### config.mk
export PLATFORM = sky130hd
export DESIGN_NAME = mode_ctl_seq
export DESIGN_NICKNAME = d
export VERILOG_FILES = /design/src/rtl/mcs_pkg.sv /design/src/rtl/mcs_mode_decode.sv /design/src/rtl/mcs_phase_ctr.sv /design/src/rtl/mcs_addr_ptr.sv /design/src/rtl/mode_ctl_seq.sv
export SDC_FILE = /design/constraint.sdc
export NUM_CORES = 1
export LEC_CHECK = 0
export BUFFER_PORTS_ARGS = -buffer_cell sky130_fd_sc_hd__buf_2
export CAP_MARGIN = 20
export CORE_MARGIN = 5
export CORE_UTILIZATION = 55
export CTS_BUF_LIST = sky130_fd_sc_hd__clkbuf_8
export DETAILED_ROUTE_END_ITERATION = 16
export PLACE_DENSITY = 0.88
export SYNTH_ARGS = -nofsm -noshare
export SYNTH_HDL_FRONTEND = slang
export SYNTH_HIERARCHICAL = 1
export SYNTH_SLANG_ARGS = --single-unit
### constraint.sdc
create_clock -name clk -period 6.4 [get_ports clk]
set_input_delay 0.96 -clock clk [delete_from_list [all_inputs] [get_ports clk]]
set_output_delay 0.96 -clock clk [all_outputs]
set_load 0.02 [all_outputs]
### src/rtl/mcs_pkg.sv
package mcs_pkg;

  typedef enum logic [1:0] {
    MODE_RESET = 2'b00,
    MODE_LOAD  = 2'b01,
    MODE_PAUSE = 2'b10,
    MODE_RUN   = 2'b11
  } mode_e;

  typedef enum logic [2:0] {
    ST_RESET,
    ST_INIT,
    ST_IDLE,
    ST_FETCH,
    ST_EXEC,
    ST_DMA,
    ST_INT
  } cyc_e;

  // externally visible cycle code
  function automatic logic [1:0] sc_of(cyc_e s);
    logic [1:0] r;
    case (s)
      ST_EXEC, ST_IDLE: r = 2'b01;
      ST_DMA:           r = 2'b10;
      ST_INT:           r = 2'b11;
      default:          r = 2'b00;
    endcase
    return r;
  endfunction

  // cycles that drive the timing pulses
  function automatic logic has_pulses(cyc_e s);
    return (s == ST_FETCH) || (s == ST_EXEC) || (s == ST_DMA) || (s == ST_INT);
  endfunction

endpackage

### src/rtl/mcs_mode_decode.sv
module mcs_mode_decode
  import mcs_pkg::*;
(
  input  logic  clear_n,
  input  logic  wait_n,
  output mode_e dec
);
  always_comb begin
    case ({clear_n, wait_n})
      2'b01:   dec = MODE_RESET;
      2'b00:   dec = MODE_LOAD;
      2'b10:   dec = MODE_PAUSE;
      default: dec = MODE_RUN;
    endcase
  end
endmodule

### src/rtl/mcs_phase_ctr.sv
module mcs_phase_ctr #(
  parameter int CYCLE_CLKS = 8,
  parameter int PH_W       = 3
) (
  input  logic            clk,
  input  logic            clr,
  input  logic            adv,
  output logic [PH_W-1:0] ph_nxt,
  output logic            last
);
  logic [PH_W-1:0] ph_q;

  assign last = (ph_q == PH_W'(CYCLE_CLKS - 1));

  always_comb begin
    if (clr)      ph_nxt = '0;
    else if (adv) ph_nxt = last ? '0 : ph_q + 1'b1;
    else          ph_nxt = ph_q;
  end

  always_ff @(posedge clk) ph_q <= ph_nxt;
endmodule

### src/rtl/mcs_addr_ptr.sv
module mcs_addr_ptr #(
  parameter int ADDR_W = 16
) (
  input  logic              clk,
  input  logic              clr,
  input  logic              inc,
  output logic [ADDR_W-1:0] ptr
);
  always_ff @(posedge clk) begin
    if (clr)      ptr <= '0;
    else if (inc) ptr <= ptr + 1'b1;
  end
endmodule

### src/rtl/mode_ctl_seq.sv
module mode_ctl_seq
  import mcs_pkg::*;
#(
  parameter int ADDR_W     = 16,
  parameter int DATA_W     = 8,
  parameter int CYCLE_CLKS = 8
) (
  input  logic              clk,
  input  logic              rst,
  input  logic              clear_n,
  input  logic              wait_n,
  input  logic              dma_in_req,
  input  logic              int_req,
  input  logic [DATA_W-1:0] dma_data,
  output logic [1:0]        mode,
  output logic [1:0]        state_code,
  output logic              tpa,
  output logic              tpb,
  output logic [ADDR_W-1:0] mem_addr,
  output logic              mem_wr,
  output logic [DATA_W-1:0] mem_wdata,
  output logic              run_start
);
  localparam int PH_W = (CYCLE_CLKS > 1) ? $clog2(CYCLE_CLKS) : 1;
  localparam logic [PH_W-1:0] TPA_PH = PH_W'(1);
  localparam logic [PH_W-1:0] TPB_PH = PH_W'(CYCLE_CLKS - 2);

  mode_e dec, mode_q;
  cyc_e  st_q, nxt_st;
  logic  ie_q, armed_q;
  logic  in_reset, leave, hold, adv, end_cyc, ptr_inc;
  logic  ph_last;
  logic [PH_W-1:0]   ph_nxt;
  logic [ADDR_W-1:0] ptr;

  mcs_mode_decode u_dec (.clear_n(clear_n), .wait_n(wait_n), .dec(dec));

  assign in_reset = rst || (dec == MODE_RESET);
  assign leave    = !in_reset && (st_q == ST_RESET);
  assign hold     = !in_reset && !leave && (dec == MODE_PAUSE);
  assign adv      = !in_reset && !leave && !hold;
  assign end_cyc  = adv && ph_last;

  mcs_phase_ctr #(.CYCLE_CLKS(CYCLE_CLKS), .PH_W(PH_W)) u_ph (
    .clk(clk), .clr(in_reset || leave), .adv(adv),
    .ph_nxt(ph_nxt), .last(ph_last)
  );

  // next machine cycle, chosen at the cycle boundary
  always_comb begin
    nxt_st = st_q;
    if (in_reset) begin
      nxt_st = ST_RESET;
    end else if (leave) begin
      nxt_st = ST_INIT;
    end else if (end_cyc) begin
      if (dec == MODE_LOAD) begin
        nxt_st = dma_in_req ? ST_DMA : ST_IDLE;
      end else if (st_q == ST_FETCH) begin
        nxt_st = ST_EXEC;
      end else if (dma_in_req) begin
        nxt_st = ST_DMA;
      end else if (int_req && ie_q &&
                   (armed_q || st_q == ST_EXEC || st_q == ST_DMA)) begin
        nxt_st = ST_INT;
      end else begin
        nxt_st = ST_FETCH;
      end
    end
  end

  assign ptr_inc = end_cyc && (nxt_st == ST_FETCH || nxt_st == ST_DMA);

  mcs_addr_ptr #(.ADDR_W(ADDR_W)) u_ptr (
    .clk(clk), .clr(in_reset || leave), .inc(ptr_inc), .ptr(ptr)
  );

  always_ff @(posedge clk) begin
    mode_q <= rst ? MODE_RESET : dec;
    st_q   <= nxt_st;
    if (in_reset) begin
      ie_q    <= 1'b1;
      armed_q <= 1'b0;
    end else if (end_cyc) begin
      if (nxt_st == ST_INT) ie_q <= 1'b0;
      if (dec == MODE_RUN && (st_q == ST_EXEC || st_q == ST_DMA)) armed_q <= 1'b1;
    end
  end

  // registered outputs
  always_ff @(posedge clk) begin
    if (in_reset) begin
      tpa        <= 1'b0;
      tpb        <= 1'b0;
      mem_wr     <= 1'b0;
      mem_wdata  <= '0;
      state_code <= sc_of(ST_RESET);
      run_start  <= 1'b0;
      mem_addr   <= '0;
    end else if (leave) begin
      tpa        <= 1'b0;
      tpb        <= 1'b0;
      mem_wr     <= 1'b0;
      mem_wdata  <= '0;
      state_code <= sc_of(ST_INIT);
      run_start  <= 1'b0;
    end else if (adv) begin
      tpa        <= (ph_nxt == TPA_PH) && has_pulses(nxt_st);
      tpb        <= (ph_nxt == TPB_PH) && has_pulses(nxt_st);
      mem_wr     <= (ph_nxt == TPB_PH) && (nxt_st == ST_DMA);
      if ((ph_nxt == TPB_PH) && (nxt_st == ST_DMA)) mem_wdata <= dma_data;
      state_code <= sc_of(nxt_st);
      run_start  <= end_cyc && (st_q == ST_INIT) && (dec == MODE_RUN);
      if (ptr_inc) mem_addr <= ptr;
    end
  end

  assign mode = mode_q;
endmodule

==> results.md <==
- P_sw: 0.000136 W
- Layout Area Growth over Synthesis: 13.9%
- Die ar.: 0.00594 mm^2
- Post-Route WL: 5.12 mm
- Post-CTS Resized: 0
- Mapped cell area: 0.00247 mm^2
- Final Cycle Share: 66.1%
- Max Clock Skew: 9.53 ps
- Initial Util: 56.8%
- Fmax: 236 MHz
- Worst setup SP type: input pin
- Post-synthesis compound-gate area fraction: 15.8%
- Final non-filler cell total: 369
- Final antenna-violating net count: 0
- Final min period: 4230 ps
- DP Worst Slack: 1870 ps
- Setup violators final: 0
- Wire length on met1: 2.12 mm
- Mapped Cells: 274
- Slew headroom: 45.9%
- CTS Sinks: 56
- Crit Path Category: in2reg
- Clock power frac: 36.8%
- Hold_sp: mem_wdata[5]$_SDFFE_PP0P_
- Number of synthesized flops with an enable pin: 0
- WP data arrival: 4470 ps
- Power share of the sequential group: 57.5%
- Leak: 1.11 nW
- Setup tns final: 0 ps
- H-tree depth: 2
- # hold bufs at CTS: 0
- Multi-input gate area: 0.00126 mm^2
- Worst setup margin: 2170 ps
- Crit path from: wait_n
- Synth unique cells: 57
- Worst R2R End: mem_wdata[6]$_SDFFE_PP0P_
- DR pass1 iterations: 4
- WHS Path Cells: 2
- Hpwl dp: 3.67 mm
- Die X: 77.1 um
- Critical Path End Type: flip-flop
- Core ar.: 0.00435 mm^2
- Synth Area in XOR/XNOR: 4.25%
- Reg2Reg Depth: 10
- Post-CTS Setup Bufs: 0
- Crit Path Max Fanout: 26
- Max-Cap Viols: 0
- WL met2: 2.71 mm
- Mux cell area share after synthesis: 2.53%
- Fraction of layout cells with a size suffix above 1: 24.0%
- Clock Tree Root: clkbuf_8
- Register Area: 0.00112 mm^2
- Maximum VDD drop: 0.111 mV
- Clock Latency Late Sink: 300 ps
- Leading area contributor after synthesis: dfxtp_1
- Max-slew violation count: 0
- Power per cell area: 217 mW/mm^2
- Mapped Nets: 293
- Placed Instances: 361
- Syn. warnings: 6
- RSZ-0062 raised after global routing: no
- Top Metal Used: met4
- Routed met3 length: 216 um
- Setup slack, reg-to-reg: 3070 ps
- Seq cells post-synth: 56
- Commonest non-fill, non-tap cell in the layout: dfxtp_1
- Hold Violations, Final: 0
- ANT cells: 0
- Avg Cell Area, Syn: 9.03 um^2
- First-pass GRT wire length: 8.78 mm
- Crit Reg-Reg Startpoint: st_q[1]$_DFF_P_
- Register area share after synthesis: 45.3%
- Combinational Power Share: 5.7%
- Main combinational cell family by area after synthesis: simple AND/OR/NAND/NOR gates
- Pint: 0.000476 W
- Total congestion overflow: 0
- CTS Buf Count: 5
- Floorplan row count: 24
- Final net count: 335
- Port-buffer cells: 45
- TritonCTS clock tree: built
- Status: complete, no violations
- Vias in the first global route: 1,949
- Via Count: 2,013
- Remaining DRCs: 0
- Crit path required time: 6640 ps
- Switching part of the total: 22.2%
- GR Util All Layers: 17.8%
- Worst Hold Class: reg2reg
- Post-synthesis adder-cell area fraction: 2.53%
- Largest net degree at the start of global routing: 27
- Routability cong.: 0.899
- Post-Synth Simple-Gate Area: 25.8%
- Die height: 77.1 um
- Synth top area cells: dfxtp_1 45%, nand2_1 8.2%, a21oi_1 4.9%
- Post-synth top flop: dfxtp_1
- Most frequent cells in the layout: 56 x dfxtp_1, 54 x nand2_1, 45 x buf_2, 26 x nor2_1, 24 x a21oi_1
- Power consumption: 0.000612 W
- Initial antenna violation count: 0
- Max Root-Sink Buffers: 2
- Clock transition at path regs: 90 ps
- Vias per cell: 5.46
- Worst Hold Path EP: mem_wdata[5]$_SDFFE_PP0P_
- Slew @ Worst Pin: 811 ps
- Number of fill cells: 375
- Drt initial violations: 79
- # IOs: 46
- Area share of the largest cell type after synthesis: 45.3%
- Ys async rst share: 0%
- Wirelength per Cell: 13.9 um
- Util after Layout: 64.7%
-- worst max-delay path, stage by stage --
cell      delay, ps
buf_2            90
inv_1            40
ha_1            350
nor2_1           80
or2_4           340
nor2_2          480
inv_1           530
nor2_1          330
nand3b_1        110
nor3_1          210
o211ai_1        180
a211oi_4        500
nand3_1         160
o21ai_0         100
-- cell type report --
| class | count | area share (%) |
|---|---|---|
| clock buffer | 5 | 2.44 |
| clock inverter | 3 | 1.38 |
| inverter | 8 | 1.07 |
| multi-input combinational | 199 | 44.7 |
| sequential | 56 | 39.8 |
| tap | 52 | 2.31 |
| timing repair buffer | 46 | 8.26 |
-- Yosys cell counts (2+ instances only) --
library cell  instances
o21ai_1               3
clkbuf_1              6
o21ai_0               6
inv_1                 7
buf_6                 2
dfxtp_1              56
buf_2                 2
or3_1                 2
nand2b_1              4
mux2_2                2
nor4_1                4
nor3_1                4
nand2_1              54
ha_1                  5
a32o_1                2
or3b_1                2
a21oi_1              24
nor2_2                2
mux2i_1               4
nand3_1               8
o2111ai_2             2
xnor2_1               7
and2b_1               2
nor2_1               26
xor2_1                5
nor2b_1               2
-- layer usage --
metal | global-route usage, % | vias up
met5 | 0 | -
met4 | 6.53 | 0
met3 | 3.98 | 5
met2 | 32.3 | 40
met1 | 20.0 | 946
li1 | - | 1022
-- cell families after synthesis --
logic type,after synthesis
XOR/XNOR,12
flip-flops,56
AND/OR/NAND/NOR,124
AO/OA/AOI/OAI,52
buffers and inverters,19
multiplexers,6
adder cells (fa/ha/maj),5
-- power groups by stage --
stage	sequential, W	combinational (W)	clock [W]
floorplan	0.000361	0.0000232	0
CTS	0.000352	0.0000353	0.000230
global placement	0.000360	0.0000343	0
detailed placement	0.000360	0.0000350	0
finish	0.000352	0.0000351	0.000225
global route	0.000352	0.0000389	0.000245
-- flip-flops by register name (all words and copies together) (netlist names), 2 cells and up --
signal      count
u_ptr/ptr      16
state_code      2
st_q            3
mem_addr       16
mode            2
mem_wdata       8
u_ph/ph_q       3
-- metrics by stage --
| stage | hold slack (ps) | area, um^2 |
|---|---|---|
| after CTS | 458 | 2820 |
| after global routing | 484 | 2820 |
| after detailed placement | 444 | 2710 |
| after floorplan | 441 | 2470 |
| after global placement | 438 | 2710 |
| final | 456 | 2820 |
-- worst max path at each step --
stage                                       to  cells after the start
finish               mem_wdata[6]$_SDFFE_PP0P_                     14
global route         mem_wdata[6]$_SDFFE_PP0P_                     14
CTS                  mem_wdata[6]$_SDFFE_PP0P_                     14
detailed placement   mem_wdata[6]$_SDFFE_PP0P_                     14
global placement     mem_wdata[6]$_SDFFE_PP0P_                     13
floorplan           u_ptr/ptr[13]$_SDFFE_PP0P_                     12
Power figures use the tool's default switching activity.
